==> src/rtl/bscan_pkg.sv <==
`timescale 1ns/1ps
package bscan_pkg;

   typedef enum logic [3:0] {
      ST_RESET, ST_IDLE,
      ST_DR_SEL, ST_DR_CAP, ST_DR_SHIFT, ST_DR_EXIT1, ST_DR_PAUSE, ST_DR_EXIT2, ST_DR_UPD,
      ST_IR_SEL, ST_IR_CAP, ST_IR_SHIFT, ST_IR_EXIT1, ST_IR_PAUSE, ST_IR_EXIT2, ST_IR_UPD
   } tap_state_t;

   typedef enum logic [1:0] {SEL_BYPASS, SEL_IDENT, SEL_CHAIN} dr_sel_t;

   function automatic tap_state_t next_state(input tap_state_t cur, input logic m);
      tap_state_t n;
      unique case (cur)
         ST_RESET:    n = m ? ST_RESET    : ST_IDLE;
         ST_IDLE:     n = m ? ST_DR_SEL   : ST_IDLE;
         ST_DR_SEL:   n = m ? ST_IR_SEL   : ST_DR_CAP;
         ST_DR_CAP:   n = m ? ST_DR_EXIT1 : ST_DR_SHIFT;
         ST_DR_SHIFT: n = m ? ST_DR_EXIT1 : ST_DR_SHIFT;
         ST_DR_EXIT1: n = m ? ST_DR_UPD   : ST_DR_PAUSE;
         ST_DR_PAUSE: n = m ? ST_DR_EXIT2 : ST_DR_PAUSE;
         ST_DR_EXIT2: n = m ? ST_DR_UPD   : ST_DR_SHIFT;
         ST_DR_UPD:   n = m ? ST_DR_SEL   : ST_IDLE;
         ST_IR_SEL:   n = m ? ST_RESET    : ST_IR_CAP;
         ST_IR_CAP:   n = m ? ST_IR_EXIT1 : ST_IR_SHIFT;
         ST_IR_SHIFT: n = m ? ST_IR_EXIT1 : ST_IR_SHIFT;
         ST_IR_EXIT1: n = m ? ST_IR_UPD   : ST_IR_PAUSE;
         ST_IR_PAUSE: n = m ? ST_IR_EXIT2 : ST_IR_PAUSE;
         ST_IR_EXIT2: n = m ? ST_IR_UPD   : ST_IR_SHIFT;
         ST_IR_UPD:   n = m ? ST_DR_SEL   : ST_IDLE;
         default:     n = ST_RESET;
      endcase
      return n;
   endfunction

endpackage

==> src/rtl/tap_fsm.sv <==
`timescale 1ns/1ps
module tap_fsm
   import bscan_pkg::*;
(
   input  logic       tck,
   input  logic       por_n,
   input  logic       tms,
   output tap_state_t state
);

   always_ff @(posedge tck or negedge por_n) begin
      if (!por_n) state <= ST_RESET;
      else        state <= next_state(state, tms);
   end

   // checker: run length of consecutive tms=1 edges, saturating
   logic [2:0] ones_run;
   always_ff @(posedge tck or negedge por_n) begin
      if (!por_n)           ones_run <= '0;
      else if (!tms)        ones_run <= '0;
      else if (ones_run != 3'd7) ones_run <= ones_run + 3'd1;
   end

   p_tms_high_holds_r2: assert property (@(posedge tck) disable iff (!por_n)
      (state == ST_RESET && tms) |=> (state == ST_RESET));

   p_leave_reset_r2: assert property (@(posedge tck) disable iff (!por_n)
      (state == ST_RESET && !tms) |=> (state == ST_IDLE));

   p_five_ones_r2: assert property (@(posedge tck) disable iff (!por_n)
      (ones_run >= 3'd5) |-> (state == ST_RESET));

endmodule

==> src/rtl/ir_unit.sv <==
`timescale 1ns/1ps
module ir_unit
   import bscan_pkg::*;
#(
   parameter int IR_W = 3,
   parameter logic [IR_W-1:0] OP_EXTEST = '0,
   parameter logic [IR_W-1:0] OP_IDCODE = IR_W'(1),
   parameter logic [IR_W-1:0] OP_SAMPLE = IR_W'(2),
   parameter logic [IR_W-1:0] OP_BYPASS = '1
)(
   input  logic       tck,
   input  logic       por_n,
   input  logic       tdi,
   input  tap_state_t state,
   output logic       ir_so,
   output dr_sel_t    dr_sel
);

   localparam logic [IR_W-1:0] CAP_PAT = {{(IR_W-1){1'b0}}, 1'b1};

   if (IR_W < 2) begin : g_bad_width
      $error("ir_unit: IR_W must be at least 2");
   end

   logic [IR_W-1:0] ir_sh;
   logic [IR_W-1:0] instr;

   always_ff @(posedge tck or negedge por_n) begin
      if (!por_n)                    ir_sh <= CAP_PAT;
      else if (state == ST_IR_CAP)   ir_sh <= CAP_PAT;
      else if (state == ST_IR_SHIFT) ir_sh <= {tdi, ir_sh[IR_W-1:1]};
   end

   always_ff @(negedge tck or negedge por_n) begin
      if (!por_n)                  instr <= OP_IDCODE;
      else if (state == ST_RESET)  instr <= OP_IDCODE;
      else if (state == ST_IR_UPD) instr <= ir_sh;
   end

   assign ir_so = ir_sh[0];

   always_comb begin
      if (instr == OP_IDCODE)                           dr_sel = SEL_IDENT;
      else if (instr == OP_EXTEST || instr == OP_SAMPLE) dr_sel = SEL_CHAIN;
      else                                              dr_sel = SEL_BYPASS;
   end

   p_ir_capture_r5: assert property (@(posedge tck) disable iff (!por_n)
      (state == ST_IR_CAP) |=> (ir_sh[1:0] == 2'b01));

   p_ident_in_reset_r6: assert property (@(posedge tck) disable iff (!por_n)
      (state == ST_RESET) |-> (instr == OP_IDCODE));

   p_update_loads_r6: assert property (@(posedge tck) disable iff (!por_n)
      (state == ST_IR_UPD) |-> (instr == ir_sh));

   p_ir_pause_holds_r10: assert property (@(posedge tck) disable iff (!por_n)
      (state == ST_IR_PAUSE) |=> $stable(ir_sh));

endmodule

==> src/rtl/dr_chain.sv <==
`timescale 1ns/1ps
module dr_chain #(
   parameter int W = 32
)(
   input  logic         tck,
   input  logic         por_n,
   input  logic         tdi,
   input  logic         cap_en,
   input  logic         shift_en,
   input  logic [W-1:0] cap_val,
   output logic         so
);

   if (W < 1) begin : g_bad_len
      $error("dr_chain: W must be at least 1");
   end

   if (W == 1) begin : g_single
      always_ff @(posedge tck or negedge por_n) begin
         if (!por_n)        so <= 1'b0;
         else if (cap_en)   so <= cap_val[0];
         else if (shift_en) so <= tdi;
      end
   end else begin : g_multi
      logic [W-1:0] sr;
      always_ff @(posedge tck or negedge por_n) begin
         if (!por_n)        sr <= '0;
         else if (cap_en)   sr <= cap_val;
         else if (shift_en) sr <= {tdi, sr[W-1:1]};
      end
      assign so = sr[0];

      p_chain_hold_r10: assert property (@(posedge tck) disable iff (!por_n)
         (!cap_en && !shift_en) |=> $stable(sr));
   end

   p_capture_lsb_r9: assert property (@(posedge tck) disable iff (!por_n)
      cap_en |=> (so == $past(cap_val[0])));

endmodule

==> src/rtl/bscan_port.sv <==
`timescale 1ns/1ps
module bscan_port
   import bscan_pkg::*;
#(
   parameter int          IR_W       = 3,
   parameter int          BSR_LEN    = 8,
   parameter logic [31:0] IDCODE_VAL = 32'h1A5C_3E0F
)(
   input  logic               tck,
   input  logic               por_n,
   input  logic               tms,
   input  logic               tdi,
   input  logic [BSR_LEN-1:0] pin_sample,
   output logic               tdo,
   output logic               tdo_oe
);

   localparam int ID_W = 32;

   if (IDCODE_VAL[0] != 1'b1) begin : g_bad_id
      $error("bscan_port: IDCODE_VAL bit 0 must be 1");
   end
   if (BSR_LEN < 1) begin : g_bad_bsr
      $error("bscan_port: BSR_LEN must be at least 1");
   end

   tap_state_t state;
   dr_sel_t    dr_sel;
   logic       ir_so, id_so, bsr_so, byp;
   logic       in_dr_cap, in_dr_shift, tdo_nxt, oe_nxt;

   tap_fsm u_fsm (
      .tck   (tck),
      .por_n (por_n),
      .tms   (tms),
      .state (state)
   );

   ir_unit #(.IR_W(IR_W)) u_ir (
      .tck    (tck),
      .por_n  (por_n),
      .tdi    (tdi),
      .state  (state),
      .ir_so  (ir_so),
      .dr_sel (dr_sel)
   );

   assign in_dr_cap   = (state == ST_DR_CAP);
   assign in_dr_shift = (state == ST_DR_SHIFT);

   dr_chain #(.W(ID_W)) u_ident (
      .tck      (tck),
      .por_n    (por_n),
      .tdi      (tdi),
      .cap_en   (in_dr_cap   && dr_sel == SEL_IDENT),
      .shift_en (in_dr_shift && dr_sel == SEL_IDENT),
      .cap_val  (IDCODE_VAL),
      .so       (id_so)
   );

   dr_chain #(.W(BSR_LEN)) u_chain (
      .tck      (tck),
      .por_n    (por_n),
      .tdi      (tdi),
      .cap_en   (in_dr_cap   && dr_sel == SEL_CHAIN),
      .shift_en (in_dr_shift && dr_sel == SEL_CHAIN),
      .cap_val  (pin_sample),
      .so       (bsr_so)
   );

   always_ff @(posedge tck or negedge por_n) begin
      if (!por_n)                                  byp <= 1'b0;
      else if (in_dr_cap && dr_sel == SEL_BYPASS)   byp <= 1'b0;
      else if (in_dr_shift && dr_sel == SEL_BYPASS) byp <= tdi;
   end

   always_comb begin
      oe_nxt = (state == ST_IR_SHIFT) || in_dr_shift;
      unique case (state)
         ST_IR_SHIFT: tdo_nxt = ir_so;
         ST_DR_SHIFT: begin
            unique case (dr_sel)
               SEL_IDENT: tdo_nxt = id_so;
               SEL_CHAIN: tdo_nxt = bsr_so;
               default:   tdo_nxt = byp;
            endcase
         end
         default:     tdo_nxt = 1'b0;
      endcase
   end

   always_ff @(negedge tck or negedge por_n) begin
      if (!por_n) begin
         tdo    <= 1'b0;
         tdo_oe <= 1'b0;
      end else begin
         tdo    <= tdo_nxt;
         tdo_oe <= oe_nxt;
      end
   end

   p_oe_shift_only_r3: assert property (@(posedge tck) disable iff (!por_n)
      tdo_oe |-> (state == ST_IR_SHIFT || state == ST_DR_SHIFT));

   p_bypass_delay_r8: assert property (@(posedge tck) disable iff (!por_n)
      (in_dr_shift && dr_sel == SEL_BYPASS) |=> (byp == $past(tdi)));

   p_bypass_capture_r8: assert property (@(posedge tck) disable iff (!por_n)
      (in_dr_cap && dr_sel == SEL_BYPASS) |=> (byp == 1'b0));

endmodule

==> config.mk <==
export PLATFORM = sky130hd
export DESIGN_NAME = bscan_port
export DESIGN_NICKNAME = d
export VERILOG_FILES = /design/src/rtl/bscan_pkg.sv /design/src/rtl/tap_fsm.sv /design/src/rtl/ir_unit.sv /design/src/rtl/dr_chain.sv /design/src/rtl/bscan_port.sv
export SDC_FILE = /design/constraint.sdc
export NUM_CORES = 1
export LEC_CHECK = 0
export CORE_UTILIZATION = 49
export CTS_CLUSTER_SIZE = 12
export DETAILED_ROUTE_END_ITERATION = 7
export DONT_BUFFER_PORTS = 1
export SLEW_MARGIN = 0
export SYNTH_ARGS = -nofsm -noshare
export SYNTH_HDL_FRONTEND = slang
export SYNTH_SLANG_ARGS = --single-unit
==> constraint.sdc <==
create_clock -name tck -period 2.66 [get_ports tck]
set_clock_uncertainty 0.1 [all_clocks]
set_input_delay 0.133 -clock tck [delete_from_list [all_inputs] [get_ports tck]]
set_output_delay 0.133 -clock tck [all_outputs]
set_load 0.01 [all_outputs]
==> Word level (Yosys, flattened, before mapping) <==
Cells that the tools add are included.
{ "word_totals": {"ram_bits": 0, "n_memories": 0, "regBits": 53, "romBits": 0, "latchBits": 0} }
{ "op_classes": {"n_eq_ne": 19, "n_bitwise": 0, "div_mod_pow": 0, "multipliers": 0, "reduce_logical": 19, "order_cmp": 0, "n_addsub": 0, "shifts": 0, "mux": 27} }
{ "ops": {"columns": ["op", "count"], "rows": [
  ["32-bit two-way mux", 2],
  ["4-bit case mux with 12 select lines", 1],
  ["4-bit == test, second input constant", 8],
  ["3-bit two-way mux", 6],
  ["4-bit by 3-bit == test with 1-bit output, second input constant", 4],
  ["4-bit two-way mux", 4],
  ["8-bit two-way mux", 2],
  ["2-bit two-way mux", 5],
  ["2-bit nonzero test", 5],
  ["4-bit by 2-bit == test with 1-bit output, second input constant", 2],
  ["1-bit logical AND", 6],
  ["1-bit two-way mux", 5],
  ["4-bit by 1-bit == test with 1-bit output, second input constant", 1],
  ["4-bit zero test", 1],
  ["1-bit case mux with 2 select lines", 2],
  ["2-bit OR reduction", 2],
  ["3-bit by 1-bit == test with 1-bit output, second input constant", 1],
  ["3-bit by 2-bit == test with 1-bit output, second input constant", 1],
  ["3-bit zero test", 1],
  ["3-bit OR reduction", 1],
  ["2-bit by 1-bit == test with 1-bit output, second input constant", 1],
  ["2-bit == test, second input constant", 1],
  ["2-bit zero test", 1],
  ["1-bit logical OR", 2]
]} }

==> Depth between registers and ports, before layout <==
Gate-level depths: netlist of the first run.
{ "depth": {"depth_word": 8, "ltp_mapped": 7} }

==> Modules after synthesis <==
Synthesis of the first run repeated with hierarchy kept, for this count alone.
{ "hier_totals": {"hier_cells": 270, "hier_area_um2": 2748.9} }
{ "by_module_without_submodules": {"columns": ["module", "area_each_um2", "instances", "cells_per_inst", "seq_area_each_um2"], "rows": [
  ["dr_chain at u_ident", 1515.2, 1, 139, 800.8],
  ["dr_chain at u_chain", 372.9, 1, 34, 200.2],
  ["tap_fsm", 315.3, 1, 40, 100.1],
  ["ir_unit", 294.0, 1, 32, 152.6],
  ["bscan_port", 251.5, 1, 25, 75.1]
]} }

==> out/results.tsv, run 1 <==
metric	value	unit
timing.reg2reg.setup_slack	-640	ps
wire_per_inst	14.77	microns
required	2760	ps
maxCapViolations	0	
start_kind	flop	
core_area	0.005107	sq mm
cp-endpoint	u_ident.g_multi.sr[10]$_DFFE_PN0P_	
crit_path_end_kind	flop	
r2r_cells	4	
hp-class	in2reg	
cp_cell_sequence	or4b_4 -> a21oi_4 -> buf_12 -> mux2_2	
final-setup-viol-count	43	
root_buffer	clkbuf_8	
drc	0	
clk_latency	370	ps
async_reset_ff_frac	1.000	
postRouteAntennaNets	0	
power.internal	0.002187	W
io_pins	14	
grt_pass1_vias	1782	
ir_drop	582.3	uV
pre_cts_ws	-582.4	ps
fin_cells	339	
area_growth_syn_to_layout	21.62	%
p_comb_frac	0.485	
fin_setup_tns	-20330	ps
dp.cells	314	
crit_start	u_ir.instr[0]$_DFFE_NN1P_	
status	finished, violations left	
finalHoldViolations	0	
path_clk_slew	100	ps
r2r_start	u_ir.instr[0]$_DFFE_NN1P_	
clock_sinks	53	
synth_fp_nets	253	
p_per_area	1079	mW/mm^2
clockBufferDepth	2	
p_seq_frac	0.373	
crit_arrival	3400	ps
yosys_most_used_dff	dfrtp_1	
n_antenna_cell	0	
antenna_found_initial	0	
violations	negative setup slack	
p_sw_frac	0.3574	
fin_hold_ws	7.832	ps
drt_iter0_markers	107	
grt_max_degree	49	
nNetsFinal	280	
synth-seq-cells	53	
max-slew-margin-rel	0.6479	
final_area	0.003153	sq mm
wirelength	5008	microns
yosysSeqAreaShare	0.5125	
tightest_slew	525.1	ps
cp_slowest_cell	dfstp_2	
cts_tree	done	
place_area	0.002835	sq mm
fp.dieW	74.74	microns
die-area	0.005585	sq mm
max_stage_delay	530	ps
syn_area	0.002592	sq mm
crit_type	reg2reg	
hpwlAfterDp	3093	microns
power.switching	0.001216	W
syn_avg_cell_area	10.76	sq um
slew_violations	0	
synth_cell_types	40	
synth_edf_count	0	
power_frac_clock	0.142	
vias	1782	
r2r-end	u_ident.g_multi.sr[10]$_DFFE_PN0P_	
worst_slack	-640.3	ps
syn_inst	241	
grt_pass1_wl	8369	microns
io_buffer_count	0	
h-tree-depth	2	
dr.pass1.iters	4	
drive_gt1_frac	0.3086	
p_leak	1.472	nW
rsz0062_at_grt	true	
die_h	74.74	microns
via_per_inst	5.257	
cts_buffers	5	
yosysWarnings	0	
start_util	0.5076	
grt_use_total	0.2002	
num_rows	26	
routabilityCongestion	0.7709	
path_max_fanout	25	
grt_overflow_total	0	
-- worst min-delay path by stage --
stage / from / endpoint / slack [ps] / cells after the start
after floorplan: por_n / byp$_DFFE_PN0P_ / -260 / 0
after global routing: pin_sample[2] / u_chain.g_multi.sr[2]$_DFFE_PN0P_ / 6 / 2
after CTS: pin_sample[2] / u_chain.g_multi.sr[2]$_DFFE_PN0P_ / 5 / 2
after global placement: por_n / u_ident.g_multi.sr[11]$_DFFE_PN0P_ / -260 / 0
final: pin_sample[2] / u_chain.g_multi.sr[2]$_DFFE_PN0P_ / 8 / 2
after detailed placement: por_n / u_ident.g_multi.sr[13]$_DFFE_PN0P_ / -260 / 0
-- registers in the layout, indices dropped and copies added, names as in the netlist --
signal,count
u_ir.instr,3
byp,1
u_chain.g_multi.sr,8
tdo,1
u_ir.ir_sh,3
u_ident.g_multi.sr,32
tdo_oe,1
u_fsm.state,4
-- cell families after synthesis --
logic type      share of synthesized area
compound gates                    0.08157
buf+inv                           0.06323
flops                              0.5126
mux                                0.2046
simple gates                       0.1380
-- synth_stat cells, types with 2 or more instances --
cell,n,share of area
a21o_1,3,0.0087
a21oi_1,8,0.015
buf_1,2,0.0029
buf_2,2,0.0039
buf_4,4,0.012
clkbuf_1,9,0.013
dfrtn_1,4,0.039
dfrtp_1,47,0.45
dfstp_2,2,0.020
inv_1,22,0.032
mux2_2,32,0.14
mux2i_1,17,0.066
nand2_1,23,0.033
nand3b_1,2,0.0058
nor2_1,19,0.028
nor2b_1,7,0.017
nor3_1,6,0.012
nor4b_1,2,0.0068
o21ai_0,7,0.014
o22ai_1,3,0.0072
-- layout by cell type, fill, tap and decap left out, types with 3 or more instances in the layout --
cell	n
mux2_2	20
a21oi_1	5
nor2_1	19
inv_1	22
dlygate4sd3_1	10
a21oi_2	3
dfrtn_1	4
mux2_4	12
buf_4	20
o22ai_1	3
mux2i_1	17
nor3_1	5
buf_6	4
clkbuf_8	5
nand2_1	23
o21ai_0	6
nor2b_1	7
dfrtp_1	47
a21o_1	3
-- timing repair --
action,CTS,global route
pin swaps,4,1
hold endpoints to repair,62,0
resized for setup,7,7
setup endpoints to repair,45,46
setup buffers,3,4
hold buffers,11,0
-- per-layer routing --
metal  routed length [microns]  up-vias  share of wire  GRT usage
li1                          -      867              -          -
met4                        52        0          0.010    0.05031
met3                       134        5          0.027    0.04685
met1                      2248      890           0.45     0.2498
met5                         0        -              0          0
met2                      2572       20           0.51     0.3504
-- through the flow --
step	total power [W]	utilization
2_1_floorplan	0.002434	-
6_report	0.003404	0.6173
4_1_cts	0.003362	0.6085
3_3_place_gp	0.002707	0.5551
3_5_place_dp	0.002784	0.5551
5_1_grt	0.003665	0.6173
-- final cells by class --
type | instances | area (sq um)
fillers | 413 | 1954
flip-flops and latches | 53 | 1329
multi-input cells | 149 | 1196
repair buffers | 37 | 362.8
well taps | 70 | 87.58
inverters | 21 | 78.83
clock buffers | 5 | 68.82
clock inverters | 4 | 30.03
-- critical path, delay by kind of cell, from the launching register on --
| family | cells | cell delay (ps) |
|---|---|---|
| flops | 1 | 530 |
| simple gates | 1 | 470 |
| mux | 1 | 360 |
| buf+inv | 1 | 200 |
| compound gates | 1 | 150 |
-- power groups by stage --
stage          combinational [W]  sequential (W)   clock (W)
5_1_grt                  0.00183         0.00130    0.000530
3_5_place_dp             0.00150         0.00127  0.00000470
2_1_floorplan            0.00119         0.00124  0.00000470
6_report                 0.00165         0.00127    0.000482
3_3_place_gp             0.00144         0.00126  0.00000470
4_1_cts                  0.00161         0.00127    0.000492
Power figures use the tool's default switching activity.
==> run 2, diff against run 1 <==
--- a/config.mk
+++ b/config.mk
@@ -5,7 +5,7 @@
 export SDC_FILE = /design/constraint.sdc
 export NUM_CORES = 1
 export LEC_CHECK = 0
-export CORE_UTILIZATION = 49
+export CORE_UTILIZATION = 50
 export CTS_CLUSTER_SIZE = 12
 export DETAILED_ROUTE_END_ITERATION = 7
 export DONT_BUFFER_PORTS = 1
==> run 2 against run 1 <==
Against the previous run: the run still ends with negative setup slack left; sequential power barely moved; hold slack improved by 15 ps; combinational power fell by 4%; design area fell by 1.8%; via count fell by 2.4%; sequential share of layout area rose by 0.77 points; critical path depth did not move; critical path type unchanged.
==> out/results.tsv, run 2 (synthesized netlist as in run 1, its figures left out) <==
metric	value	unit	change
n_antenna_cell	0		unchanged
regArea	0.001329	sq mm	unchanged
r2r_start	u_ir.instr[0]$_DFFE_NN1P_		unchanged
io_pins	14		unchanged
hp-class	in2reg		unchanged
core_area	0.004848	sq mm	was 0.005107 sq mm
io_buffer_count	0		unchanged
r2r_cells	4		unchanged
top_register	u_ident.g_multi.sr		unchanged
crit_type	reg2reg		unchanged
largestRegisters	u_ident.g_multi.sr x32, u_chain.g_multi.sr x8, u_fsm.state x4		unchanged
drt_iter0_markers	93		was 107
wirelength	4832	microns	was 5008 microns
crit_path_end_kind	flop		unchanged
mostFrequentLayoutCells	47 x dfrtp_1, 23 x nand2_1, 22 x inv_1		unchanged
finish.utilization	0.6387		was 0.6173
vias	1740		was 1,782
path_clk_slew	90	ps	was 100 ps
met2_usage	0.3414		was 0.3504
min_from	pin_sample[4]		was pin_sample[2]
power.internal	0.002239	W	was 0.002187 W
final_common_cell	dfrtp_1		unchanged
largest_register_ffs	32		unchanged
final_area	0.003097	sq mm	was 0.003153 sq mm
max-slew-margin-rel	0.6680		was 0.6479
nNetsFinal	273		was 280
required	2750	ps	was 2760 ps
fp.dieW	74.01	microns	was 74.74 microns
grt_pass1_wl	8286	microns	was 8369 microns
via_per_inst	5.289		was 5.257
grtUsageMet1	0.2553		was 0.2498
clockBufferDepth	2		unchanged
fillers	372		was 413
dr.pass1.iters	4		unchanged
area_growth_syn_to_layout	19.45	%	was 21.62%
r2r-end	u_ident.g_multi.sr[12]$_DFFE_PN0P_		was u_ident.g_multi.sr[10]$_DFFE_PN0P_
use_met3	0.04065		was 0.04685
start_kind	flop		unchanged
postRouteAntennaNets	0		unchanged
timing.reg2reg.setup_slack	-610	ps	was -640 ps
violations	negative setup slack		unchanged
fin_total_pwr	0.003397	W	was 0.003404 W
drive_gt1_frac	0.2824		was 0.3086
final-setup-viol-count	42		was 43
place_area	0.002824	sq mm	was 0.002835 sq mm
p_comb_frac	0.465		was 0.485
cts_buffers	5		unchanged
power_frac_clock	0.162		was 0.142
p_per_area	1097	mW/mm^2	was 1079 mW/mm^2
path_max_fanout	24		was 25
rsz0062_at_grt	true		unchanged
maxCapViolations	0		unchanged
finalHoldViolations	0		unchanged
hpwlAfterDp	3093	microns	about the same
die_h	74.01	microns	was 74.74 microns
num_rows	25		was 26
p_seq_frac	0.373		about the same
cts_tree	done		unchanged
whs_path_depth	2		unchanged
tightest_slew	495.2	ps	was 525.1 ps
clock_sinks	53		unchanged
root_buffer	clkbuf_8		unchanged
holdPathEnd	u_chain.g_multi.sr[4]$_DFFE_PN0P_		was u_chain.g_multi.sr[2]$_DFFE_PN0P_
grt_max_degree	49		unchanged
multi_input_area	0.001177	sq mm	was 0.001196 sq mm
wire_per_inst	14.69	microns	was 14.77 microns
die-area	0.005477	sq mm	was 0.005585 sq mm
h-tree-depth	2		unchanged
power.switching	0.001159	W	was 0.001216 W
p_leak	1.459	nW	was 1.472 nW
slew_violations	0		unchanged
gr-max-usage-layer	met2		unchanged
antenna_found_initial	0		unchanged
clk_latency	350	ps	was 370 ps
grt_overflow_total	0		unchanged
routabilityCongestion	0.8608		was 0.7709
status	finished, violations left		unchanged
fin_setup_tns	-20320	ps	was -20,330 ps
ir_drop	525.5	uV	was 582.3 uV
grt_use_total	0.2013		was 0.2002
start_util	0.5347		was 0.5076
crit_arrival	3360	ps	was 3400 ps
fin_hold_ws	22.87	ps	was 7.832 ps
drc	0		unchanged
worst_slack	-611.5	ps	was -640.3 ps
p_sw_frac	0.3411		was 0.3574
grt_pass1_vias	1776		was 1,782
## run 2: worst max-delay path, stage by stage, from the launching register on
cell     delay, ps
dfstp_2        510
or4b_4         470
a21oi_4        150
buf_12         190
mux2_2         350
## run 2: worst max-delay path by stage
stage | from | endpoint | slack [ps]
floorplan | u_ir.instr[0]$_DFFE_NN1P_ | u_ident.g_multi.sr[10]$_DFFE_PN0P_ | -600
finish | u_ir.instr[0]$_DFFE_NN1P_ | u_ident.g_multi.sr[12]$_DFFE_PN0P_ | -610
global route | u_ir.instr[0]$_DFFE_NN1P_ | u_ident.g_multi.sr[8]$_DFFE_PN0P_ | -650
CTS | u_ir.instr[0]$_DFFE_NN1P_ | u_ident.g_multi.sr[12]$_DFFE_PN0P_ | -610
global placement | u_ir.instr[0]$_DFFE_NN1P_ | u_ident.g_multi.sr[22]$_DFFE_PN0P_ | -540
detailed placement | u_ir.instr[0]$_DFFE_NN1P_ | u_ident.g_multi.sr[8]$_DFFE_PN0P_ | -570
## run 2: final cells by class
type	instances	share of cell area
sequential	53	0.4291
multi-input combinational	149	0.3802
timing repair buffer	30	0.1006
tap	67	0.02707
inverter	21	0.02545
clock buffer	5	0.02222
clock inverter	4	0.01535
## run 2: power groups by stage
stage / combinational, W / sequential [W] / clock [W]
6_report: 0.00158 / 0.00127 / 0.000551
5_1_grt: 0.00174 / 0.00130 / 0.000604
4_1_cts: 0.00157 / 0.00127 / 0.000573
3_5_place_dp: 0.00150 / 0.00127 / 0.00000470
3_3_place_gp: 0.00143 / 0.00126 / 0.00000470
2_1_floorplan: 0.00119 / 0.00124 / 0.00000470
## run 2: through the flow
step                std cells  setup slack (ps)
finish                    329            -611.5
floorplan                 241            -603.8
global route              329            -649.5
CTS                       329            -608.3
detailed placement        310            -568.4
global placement          310            -541.9
## run 2: repair_timing
action / 4_1_cts / 5_1_grt
buffers inserted: 1 / 1
resized for setup: 7 / 4
hold buffers: 10 / 0
setup endpoints to repair: 45 / 45
hold endpoints to repair: 61 / 0
pin swaps: 3 / 0
## run 2: layer usage
metal,share of wire,up-vias
met5,0,-
met4,0.013,0
met3,0.030,6
met2,0.49,24
met1,0.46,860
li1,-,850
